## src/rtl/burst_bus_seq.sv

```systemverilog
module burst_bus_seq #(
  parameter int AW = 30,
  parameter int CW = 4
) (
  input  logic          clk,
  input  logic          rst_n,
  input  logic          req_valid,
  input  logic [AW-1:0] req_addr,
  input  logic          req_write,
  input  logic [1:0]    req_len,
  input  logic [CW-1:0] cfg_first_wait,
  input  logic [CW-1:0] cfg_next_wait,
  input  logic [CW-1:0] cfg_recov_wait,
  input  logic          cfg_rdy_en,
  input  logic          cfg_burst_en,
  input  logic          bus_ready,
  input  logic          bus_bterm,
  output logic          seq_idle,
  output logic          addr_strb,
  output logic [AW-1:0] bus_addr,
  output logic          bus_write,
  output logic          wait_ind,
  output logic          blast,
  output logic          data_en,
  output logic          dir_rx,
  output logic          xfer_done
);

  typedef enum logic [1:0] {S_IDLE, S_ADDR, S_DATA, S_RECOV} st_t;

  st_t          st;
  logic [AW-1:0] addr_q;
  logic          wr_q;
  logic [1:0]    rem_q;
  logic [CW-1:0] wcnt;
  logic [CW-1:0] fw_q, nw_q, rw_q;
  logic          rdy_q, burst_q;

  logic counting, xfer_slot, bterm_hit, last_word;

  assign counting  = (st == S_DATA) && (wcnt != '0);
  assign xfer_slot = (st == S_DATA) && (wcnt == '0);
  assign bterm_hit = rdy_q && bus_bterm;
  assign last_word = (rem_q == 2'd0) || !burst_q;

  assign seq_idle  = (st == S_IDLE);
  assign addr_strb = (st == S_ADDR);
  assign bus_addr  = addr_q;
  assign bus_write = wr_q;
  assign dir_rx    = !wr_q;
  assign wait_ind  = counting;
  assign blast     = xfer_slot && last_word;
  assign data_en   = (st == S_DATA);
  assign xfer_done = xfer_slot && (!rdy_q || bus_ready || bterm_hit);

  always_ff @(posedge clk or negedge rst_n) begin
    if (!rst_n) begin
      st      <= S_IDLE;
      addr_q  <= '0;
      wr_q    <= 1'b0;
      rem_q   <= 2'd0;
      wcnt    <= '0;
      fw_q    <= '0;
      nw_q    <= '0;
      rw_q    <= '0;
      rdy_q   <= 1'b0;
      burst_q <= 1'b0;
    end else begin
      case (st)
        S_IDLE: if (req_valid) begin
          addr_q  <= req_addr;
          wr_q    <= req_write;
          rem_q   <= req_len;
          fw_q    <= cfg_first_wait;
          nw_q    <= cfg_next_wait;
          rw_q    <= cfg_recov_wait;
          rdy_q   <= cfg_rdy_en;
          burst_q <= cfg_burst_en;
          st      <= S_ADDR;
        end
        S_ADDR: begin
          wcnt <= fw_q;
          st   <= S_DATA;
        end
        S_DATA: begin
          if (counting) begin
            wcnt <= wcnt - 1'b1;
          end else if (xfer_done) begin
            if (rem_q == 2'd0) begin
              wcnt <= rw_q;
              st   <= (rw_q == '0) ? S_IDLE : S_RECOV;
            end else begin
              addr_q[1:0] <= addr_q[1:0] + 2'd1;
              rem_q       <= rem_q - 2'd1;
              if (!burst_q || bterm_hit) st <= S_ADDR;
              else wcnt <= nw_q;
            end
          end
        end
        default: begin
          wcnt <= wcnt - 1'b1;
          if (wcnt == 1) st <= S_IDLE;
        end
      endcase
    end
  end

  a_r1_strobe_one_cycle: assert property (@(posedge clk) disable iff (!rst_n)
    addr_strb |=> !addr_strb);

  a_r1_accept_to_strobe: assert property (@(posedge clk) disable iff (!rst_n)
    (seq_idle && req_valid) |=> addr_strb);

  a_r2_word_advance: assert property (@(posedge clk) disable iff (!rst_n)
    (xfer_done && !blast) |=> (bus_addr[1:0] == $past(bus_addr[1:0]) + 2'd1) &&
                              (bus_addr[AW-1:2] == $past(bus_addr[AW-1:2])));

  a_r4_ready_stretch: assert property (@(posedge clk) disable iff (!rst_n)
    (data_en && !wait_ind && !xfer_done) |=> data_en && !wait_ind && $stable(bus_addr));

  a_r6_wait_only_internal: assert property (@(posedge clk) disable iff (!rst_n)
    wait_ind |-> data_en && !xfer_done && !blast);

  a_r7_blast_holds: assert property (@(posedge clk) disable iff (!rst_n)
    (blast && !xfer_done) |=> blast);

  a_r9_dir_stable: assert property (@(posedge clk) disable iff (!rst_n)
    data_en |=> !data_en || $stable(dir_rx));

  a_r9_write_held: assert property (@(posedge clk) disable iff (!rst_n)
    !seq_idle |=> seq_idle || $stable(bus_write));

  a_r10_recov_quiet: assert property (@(posedge clk) disable iff (!rst_n)
    (!seq_idle && !data_en && !addr_strb) |-> !wait_ind && !xfer_done);

endmodule

```

## config.mk

```make
export PLATFORM = sky130hd
export DESIGN_NAME = burst_bus_seq
export DESIGN_NICKNAME = d
export VERILOG_FILES = /design/src/rtl/burst_bus_seq.sv
export SDC_FILE = /design/constraint.sdc
export NUM_CORES = 1
export LEC_CHECK = 0
export BUFFER_PORTS_ARGS = -buffer_cell sky130_fd_sc_hd__buf_2
export CAP_MARGIN = 20
export CORE_ASPECT_RATIO = 0.5
export CORE_MARGIN = 2
export CORE_UTILIZATION = 40
export CTS_BUF_LIST = sky130_fd_sc_hd__clkbuf_2 sky130_fd_sc_hd__clkbuf_4 sky130_fd_sc_hd__clkbuf_8
export CTS_CLUSTER_DIAMETER = 100
export DETAILED_ROUTE_END_ITERATION = 10
export GPL_ROUTABILITY_DRIVEN = 0
export PLACE_DENSITY = 0.7
export SYNTH_ARGS = -nofsm -noshare
export SYNTH_HDL_FRONTEND = slang
export SYNTH_SLANG_ARGS = --single-unit
```

## constraint.sdc

```tcl
create_clock -name clk -period 2.2 [get_ports clk]
set_clock_uncertainty 0.05 [all_clocks]
set_input_delay 0.22 -clock clk [delete_from_list [all_inputs] [get_ports clk]]
set_output_delay 0.22 -clock clk [all_outputs]
set_load 0.05 [all_outputs]
```

# Word-level counts from Yosys, hierarchy flattened
# Index checks and enable logic that the tools add are counted.
[op_classes] muxes=23 n_mul=0 div=0 shift=0 order_cmp=0 n_eq_ne=10 bitwise=1 reduce_logical=23 add_sub_neg=3
[ops] operator="$mux W2" count=15
[ops] operator="$mux W4" count=4
[ops] operator="$pmux W4 S3" count=1
[ops] operator="$reduce_and A5 Y1" count=2
[ops] operator="$logic_not A4 Y1" count=2
[ops] operator="$pmux W2 S2" count=2
[ops] operator="$reduce_bool A4 Y1" count=2
[ops] operator="$ne A2 B2 Y1 const B" count=3
[ops] operator="$pmux W2 S3" count=1
[ops] operator="$logic_and A1 B1 Y1" count=5
[ops] operator="$eq A4 B1 Y1 const B" count=1
[ops] operator="$logic_not A2 Y1" count=2
[ops] operator="$logic_or A1 B1 Y1" count=4
[ops] operator="$ne A4 B4 Y1 const B" count=1
[ops] operator="$sub A4 B1 Y4 const B" count=1
[ops] operator="$logic_not A1 Y1" count=3
[ops] operator="$ne A3 B1 Y1 const B" count=1
[ops] operator="$ne A3 B2 Y1 const B" count=1
[ops] operator="$reduce_and A3 Y1" count=1
[ops] operator="$add A2 B1 Y2 const B" count=1
[ops] operator="$eq A2 B1 Y1 const B" count=1
[ops] operator="$eq A2 B2 Y1 const B" count=1
[ops] operator="$ne A2 B1 Y1 const B" count=1
[ops] operator="$reduce_and A2 Y1" count=1
[ops] operator="other kinds (3)" count=3
[word_totals] romBits=0 in_bits=52 mem_count=0 ramBits=0 reg_bits=53 out_inout_bits=38 latchBits=0 elab_cells=71

# Depth between registers and ports, before layout
# Gate-level depths: netlist (run 1).
[logic_depth] depth_word=7 mapped_depth=8 depth_no_buf=6

# Worst setup path before layout (run 1)
# OpenSTA, ideal clock, no wires.
[synth_path] path_kind="flip-flop to output port" startpoint="register st[0]" endpoint="output port blast" required_ps=1930 path_buffers=0 stages_incl_launch_ff=5 path_slack_ps=-252 t_arrival_ps=2182 path_cell_list="dfrtp_1 -> inv_1 -> ha_1 -> or4bb_1 -> nor2_1"
[synth_between] elab_chain_len=3
[synth_rtl] element="start: declaration" line_no="31" text="st_t st;"
[synth_rtl] element="start signal: assignment" line_no="91" text="st <= (rw_q == '0) ? S_IDLE : S_RECOV;"
[synth_rtl] element="$eq A2 B2 Y1"
[synth_rtl] element="via data_en" line_no="24" text="output logic data_en,"
[synth_rtl] element="$logic_and A1 B1 Y1" line_no="42" text="assign xfer_slot = (st == S_DATA) && (wcnt == '0);"
[synth_rtl] element="$logic_and A1 B1 Y1" line_no="52" text="assign blast = xfer_slot && last_word;"
[synth_rtl] element="end: declaration" line_no="23" text="output logic blast,"
# The timed path passes the listed nets, and every way through them passes these cells.

# Worst setup path after layout (run 1)
[layout_path] startpoint="register wcnt[0]" endpoint="output port xfer_done"
[layout_between] elab_chain_len=3
[layout_rtl] element="start: declaration" line_no="35" text="logic [CW-1:0] wcnt;"
[layout_rtl] element="start signal: assignment" line_no="82" text="wcnt <= fw_q;"
[layout_rtl] element="start signal: assignment" line_no="87" text="wcnt <= wcnt - 1'b1;"
[layout_rtl] element="start signal: assignment" line_no="90" text="wcnt <= rw_q;"
[layout_rtl] element="$logic_not A4 Y1" line_no="42"
[layout_rtl] element="$logic_and A1 B1 Y1" line_no="42"
[layout_rtl] element="$logic_and A1 B1 Y1" line_no="54" text="assign xfer_done = xfer_slot && (!rdy_q || bus_ready || bterm_hit);"
[layout_rtl] element="end: declaration" line_no="26" text="output logic xfer_done"
# Every way passes these cells.

==> reports/summary.log, run 1 <==
INFO  pwr            total_power_density_per_cell_area=1808mW/mm²
INFO  route          met1Wirelength=2.393mm
INFO  floorplanning  fp.dieArea=0.006936mm²
INFO  grt            global_route.overflow_total=0
INFO  route          routed-wl-met2=2.815mm
INFO  timing         hold_viol_final=0
INFO  route          vias=1920
INFO  yosys          synth-edff-count=0
INFO  yosys          synth.top_cells.by_area=sky130_fd_sc_hd__dfrtp_1, sky130_fd_sc_hd__mux2_2, sky130_fd_sc_hd__ha_1
INFO  route          drc_errors=0
INFO  final_layout   diodes=0
INFO  timing         rsz0062_at_grt=false
INFO  setup_path     worst_path_max_delay_cell=sky130_fd_sc_hd__or4bb_4
INFO  setup_path     timing.critical_path.max_delay_family=simple AND/OR/NAND/NOR gates
INFO  floorplanning  core.rowCount=20
INFO  clock_tree     clk_transition_reported_paths=0.10ns
INFO  route          dr.first_iter.drc_count=61
INFO  timing         totalNegativeSetupSlack=0ns
INFO  setup_path     timing.critical_path.from_type=flip-flop
INFO  yosys          yosys_register_bits=53
INFO  status         status=finished, final reports clean
INFO  timing         hold_ws=0.07819ns
INFO  setup_path     critical_path.endpoint_type=output port
INFO  setup_path     critical_path_s_largest_stage_delay=0.57ns
INFO  yosys          post_synth_most_frequent_cells=sky130_fd_sc_hd__dfrtp_1, sky130_fd_sc_hd__mux2_2, sky130_fd_sc_hd__inv_1
INFO  yosys          synthDominantCellAreaShare=53.05%
INFO  final_layout   drive_gt1_share=55.70%
INFO  clock_tree     clock_tree.root_cell=sky130_fd_sc_hd__clkbuf_8
INFO  grt            number_of_antenna_violations_at_the_first_check_in_global_routing=0
INFO  timing         achievable-frequency=0.4716GHz
INFO  clock_tree     cts.sinks=53
INFO  floorplanning  die_x=115.8µm
INFO  final_layout   num-nets-final=356
INFO  yosys          synth_seq_area_share=53.05%
INFO  timing         setup-violations-final=0
INFO  hold_path      hold_path_class=input port to flip-flop
INFO  yosys          synthCells=199
INFO  yosys          synth.avg_cell_area=12.56µm²
INFO  timing         maxSlewViolCount=0
INFO  setup_path     criticalPathCategory=flip-flop to output port
INFO  pwr            irDropWorstVdd=0.7094mV
INFO  setup_path     critPathBufInv=2
INFO  clock_tree     cts_htree_levels=2
INFO  clock_tree     tritoncts=yes
INFO  place          port_buffer_count=89
INFO  pwr            p_leak=1.554nW
INFO  yosys          async_flop_share=100.0%
INFO  route          topRoutingLayerUsed=met4
INFO  floorplanning  die_y=59.90µm
INFO  timing         max-slew-margin-rel=54.67%
INFO  route          detail_route.wl_per_cell=14.23µm
INFO  setup_path     crit_chain=inv_2, ha_4, or4bb_4, nor2_2, buf_6
INFO  final_layout   finalNonFillerCells=386
INFO  place          post-place-cells=375
INFO  clock_tree     cts_inserted_buffers=5
INFO  final_layout   fillCellCount=535
INFO  grt            first_global_vias=1960
INFO  setup_path     worst-path-max-fanout=5
INFO  yosys          ys.flop_type=sky130_fd_sc_hd__dfrtp_1
INFO  floorplanning  start_util=41.28%
INFO  setup_path     cp.required=1.93ns
INFO  route          drt-total-wl=5.492mm
INFO  yosys          yosysWarnings=0
INFO  grt            maximum_number_of_pins_on_one_net_before_global_route_repair=40
INFO  clock_tree     insertion_delay=0.31ns
INFO  route          avgViaCountPerCell=4.974
INFO  run            cap_violations=0
INFO  yosys          synthDistinctLibCells=38
INFO  floorplanning  floorplan.core_area=0.006056mm²
INFO  route          ant_nets=0
INFO  floorplanning  ios=90
INFO  final_layout   area_growth_syn_to_layout=30.08%
INFO  grt            track_usage=16.94%
INFO  timing         layout_worst_path_cycle_share=96.38%
INFO  grt            wire_length_of_the_first_global_routing_pass=8.901mm
INFO  timing         tightest_slew=0.6799ns
INFO  yosys          synth_nets=258
INFO  clock_tree     cts_buffer_depth=2
INFO  yosys          cell_type_with_the_largest_total_area_after_synthesis=sky130_fd_sc_hd__dfrtp_1
INFO  route          detailroute.wirelength.met3=189µm
INFO  setup_path     arrival_time_at_the_worst_endpoint=1.85ns
INFO  place          dp_hpwl=4.098mm
INFO  yosys          syn-cell-area=0.002500mm²
INFO  timing         final.min_clock_period=2.120ns
INFO  yosys          yosysMostFrequentCell=sky130_fd_sc_hd__dfrtp_1
INFO  route          drt_first_pass_iters=4
-- through the flow --
step / setup WS, ns / cell area (µm²) / power (W) / util [%]
after floorplan: 0.03742 / 2510 / 0.004426 / -
after global placement: 0.2019 / 3102 / 0.005134 / 51.22
after detailed placement: 0.1224 / 3102 / 0.005230 / 51.22
after CTS: 0.07983 / 3252 / 0.005924 / 53.70
after global routing: 0.01725 / 3252 / 0.006246 / 53.70
final: 0.07971 / 3252 / 0.005880 / 53.70
-- power by group --
group	leakage (nW)	total, W	internal [W]	switching [W]
Combinational	0.874	0.00350	0.00128	0.00222
Clock	0.0518	0.000606	0.000262	0.000344
Sequential	0.628	0.00177	0.00148	0.000297
-- placed cells by master (no fill, tap or decap), drive strengths merged --
cell type,netlist,layout
buf,1,98
dfrtp,53,53
mux2,48,48
inv,12,13
a21oi,8,8
nand2,8,8
ha,7,7
clkbuf,7,6
nor2,6,6
o21ai,5,5
mux2i,4,4
a22oi,4,4
or4,3,3
o22ai,3,3
nor3b,2,2
nor2b,2,2
nand2b,2,2
o2bb2ai,2,2
a2bb2oi,2,2
nand3,2,2
or3b,1,1
or4bb,1,1
and4,1,1
o211ai,1,1
a2111o,1,1
o2111ai,1,1
a21o,1,1
or2,1,1
or3,1,1
o221ai,1,1
a41oi,1,1
o311ai,1,1
a21bo,1,1
a211o,1,1
nor3,1,1
and2,1,1
or2b,1,1
and4bb,1,1
clkinv,0,1
dlygate4sd3,0,1
-- area by class of cell --
class / count / area, µm² / share of cell area (%)
inverters: 12 / 45.04 / 1.385
multi-input cells: 126 / 1126 / 34.63
clock inverters: 2 / 17.52 / 0.5387
flip-flops and latches: 53 / 1326 / 40.78
repair buffers: 99 / 544.3 / 16.74
clock buffers: 6 / 82.58 / 2.539
well taps: 88 / 110.1 / 3.386
-- layer usage --
| layer | vias to the layer above | global-route usage, % |
|---|---|---|
| li1 | 914 | - |
| met1 | 951 | 20.04 |
| met2 | 47 | 30.16 |
| met3 | 8 | 4.158 |
| met4 | 0 | 7.143 |
| met5 | - | 0 |
-- state kept, by name (all words and copies together), names as in the netlist --
| signal | count |
|---|---|
| nw_q | 4 |
| rw_q | 4 |
| wcnt | 4 |
| burst_q | 1 |
| st | 2 |
| bus_write | 1 |
| bus_addr | 30 |
| fw_q | 4 |
| rem_q | 2 |
| rdy_q | 1 |
-- cell families (layout without fill, tap and decap cells) --
family,after synthesis,after routing,synth area share [%]
flops,53,53,53.05
mux,52,52,23.22
simple gates,34,34,8.008
compound gates,33,33,9.160
buf+inv,20,119,3.053
fa+ha+maj,7,7,3.503
-- worst paths after layout --
kind | from | to | slack [ns] | cells past startpoint
worst max-delay path | wcnt[0] | xfer_done | 0.08 | 5
worst min-delay path | cfg_next_wait[0] | nw_q[0] | 0.08 | 2
worst max register to register | wcnt[0] | wcnt[0] | 0.15 | 6
worst min register to register | bus_addr[13] | bus_addr[13] | 0.46 | 1
max in group asynchronous | rst_n | bus_addr[0] | 1.04 | 3
min in group asynchronous | rst_n | bus_addr[21] | 0.42 | 2
-- what timing repair did --
action	4_1_cts	5_1_grt
endpoints found under the setup margin	2	0
endpoints found under the hold margin	29	0
gates resized for setup	8	0
buffers inserted	3	0
hold buffers	1	0
No activity file was read; power rests on OpenSTA's default activity.
==> inputs of run 2 (changes only) <==
==> constraint.sdc (replaced) <==
create_clock -name clk -period 2.2 [get_ports clk]
set_clock_uncertainty 0.05 [all_clocks]
set_input_delay 0.33 -clock clk [delete_from_list [all_inputs] [get_ports clk]]
set_output_delay 0.33 -clock clk [all_outputs]
set_load 0.05 [all_outputs]
==> reports/summary.log, run 2 (synthesized netlist as in run 1, its figures left out) <==
INFO  timing         layout_worst_path_cycle_share=98.38%
INFO  setup_path     timing.critical_path.from_type=flip-flop
INFO  status         status=finished, final reports clean
INFO  final_layout   num-nets-final=357
INFO  timing         post-route-worst-setup-slack=0.03572ns
INFO  clock_tree     cts_buffer_depth=2
INFO  pwr            total_power_density_per_cell_area=1801mW/mm²
INFO  timing         max-slew-margin-rel=56.18%
INFO  clock_tree     cts.sinks=53
INFO  grt            track_usage=16.45%
INFO  route          ant_nets=0
INFO  final_layout   area_growth_syn_to_layout=31.33%
INFO  clock_tree     clk_transition_reported_paths=0.10ns
INFO  timing         setup-violations-final=0
INFO  floorplanning  die_y=59.90µm
INFO  clock_tree     cts_htree_levels=2
INFO  clock_tree     cts_hold_repair.buffers=0
INFO  route          dr.first_iter.drc_count=89
INFO  clock_tree     tritoncts=yes
INFO  floorplanning  start_util=41.28%
INFO  final_layout   layout_commonest_cell=sky130_fd_sc_hd__buf_2
INFO  clock_tree     clock_tree.root_cell=sky130_fd_sc_hd__clkbuf_8
INFO  place          place_worst_setup_slack=0.05698ns
INFO  timing         final.min_clock_period=2.164ns
INFO  timing         hold_ws=0.07407ns
INFO  route          detail_route.wl_per_cell=13.78µm
INFO  place          dp_hpwl=3.897mm
INFO  pwr            power=0.005913W
INFO  route          avgViaCountPerCell=4.977
INFO  floorplanning  core.rowCount=20
INFO  floorplanning  fp.dieArea=0.006936mm²
INFO  pwr            p_leak=1.567nW
INFO  clock_tree     cts_inserted_buffers=5
INFO  final_layout   fin_util=54.21%
INFO  final_layout   drive_gt1_share=56.52%
INFO  grt            maximum_number_of_pins_on_one_net_before_global_route_repair=54
INFO  setup_path     cp.required=1.82ns
INFO  floorplanning  ios=90
INFO  route          drt_first_pass_iters=4
INFO  route          drt-total-wl=5.332mm
INFO  setup_path     criticalPathCategory=flip-flop to output port
INFO  grt            first_global_vias=1925
INFO  floorplanning  die_x=115.8µm
INFO  route          drc_errors=0
INFO  place          port_buffer_count=89
INFO  timing         totalNegativeSetupSlack=0ns
INFO  grt            wire_length_of_the_first_global_routing_pass=8.735mm
INFO  timing         maxSlewViolCount=0
INFO  floorplanning  floorplan.core_area=0.006056mm²
INFO  pwr            irDropWorstVdd=0.7885mV
INFO  setup_path     arrival_time_at_the_worst_endpoint=1.78ns
INFO  setup_path     critical_path.endpoint_type=output port
INFO  timing         rsz0062_at_grt=true
INFO  final_layout   diodes=0
INFO  setup_path     worst-path-max-fanout=3
INFO  final_layout   final_cell_mix=sky130_fd_sc_hd__buf_2, sky130_fd_sc_hd__dfrtp_1, sky130_fd_sc_hd__mux2_2
INFO  timing         achievable-frequency=0.4620GHz
INFO  run            cap_violations=0
INFO  route          vias=1926
INFO  final_layout   largest_register_ff_count=30
INFO  hold_path      hold_path_class=input port to async pin
INFO  grt            global_route.overflow_total=0
INFO  setup_path     reg2reg_depth=7
INFO  timing         tightest_slew=0.6573ns
INFO  grt            number_of_antenna_violations_at_the_first_check_in_global_routing=0
INFO  clock_tree     insertion_delay=0.31ns
INFO  timing         hold_viol_final=0
## run 2: cell types whose count changed in the layout (fill, tap and decap cells not counted), sizes merged
cell / change
dlygate4sd3: -1
buf: +2
## run 2: final cells by class
cell class	count	area [µm²]
clock buffers	6	82.58
clock inverters	2	17.52
fillers	561	2773
inverters	12	45.04
multi-input cells	126	1139
flip-flops and latches	53	1326
well taps	88	110.1
repair buffers	100	563.0
## run 2: worst max-delay path, stage by stage, from the launching register on
cell                      delay (ns)
sky130_fd_sc_hd__dfrtp_1        0.41
sky130_fd_sc_hd__inv_2          0.09
sky130_fd_sc_hd__ha_4           0.13
sky130_fd_sc_hd__or4bb_4        0.58
sky130_fd_sc_hd__nor2_4         0.12
sky130_fd_sc_hd__buf_8          0.15
## run 2: path summary, 6_finish.rpt
check | start | to | slack (ns)
hold reg to reg | bus_addr[13] | bus_addr[13] | 0.46
max in group asynchronous | rst_n | st[0] | 1.59
setup / recovery | st[0] | xfer_done | 0.04
setup reg to reg | wcnt[1] | rem_q[1] | 0.07
min in group clk | cfg_first_wait[3] | fw_q[3] | 0.19
hold / removal | rst_n | bus_addr[23] | 0.07
## run 2: metrics by stage
stage               instance area, µm²  std cells
floorplan                         2517        199
global placement                  3109        375
detailed placement                3109        375
CTS                               3253        385
global route                      3283        387
finish                            3283        387
## run 2: what timing repair did
item | in CTS | in global routing
pin swaps | 3 | 1
endpoints found under the setup margin | 3 | 6
setup buffers | 2 | 2
cloned | 0 | 0
resized for setup | 8 | 6
## run 2: per-layer routing
| layer | vias to the layer above | wire, µm | part of all wire, % | GRT usage [%] |
|---|---|---|---|---|
| li1 | 916 | - | - | - |
| met1 | 961 | 2171 | 41 | 20.01 |
| met2 | 44 | 2861 | 54 | 29.41 |
| met3 | 5 | 260 | 4.9 | 3.955 |
| met4 | 0 | 39 | 0.73 | 5.442 |
| met5 | - | 0 | 0 | 0 |
## run 2: where the power goes
group | switching, W | total (W) | internal [W]
logic | 0.00223 | 0.00355 | 0.00132
registers | 0.000293 | 0.00177 | 0.00148
clock network | 0.000330 | 0.000592 | 0.000262
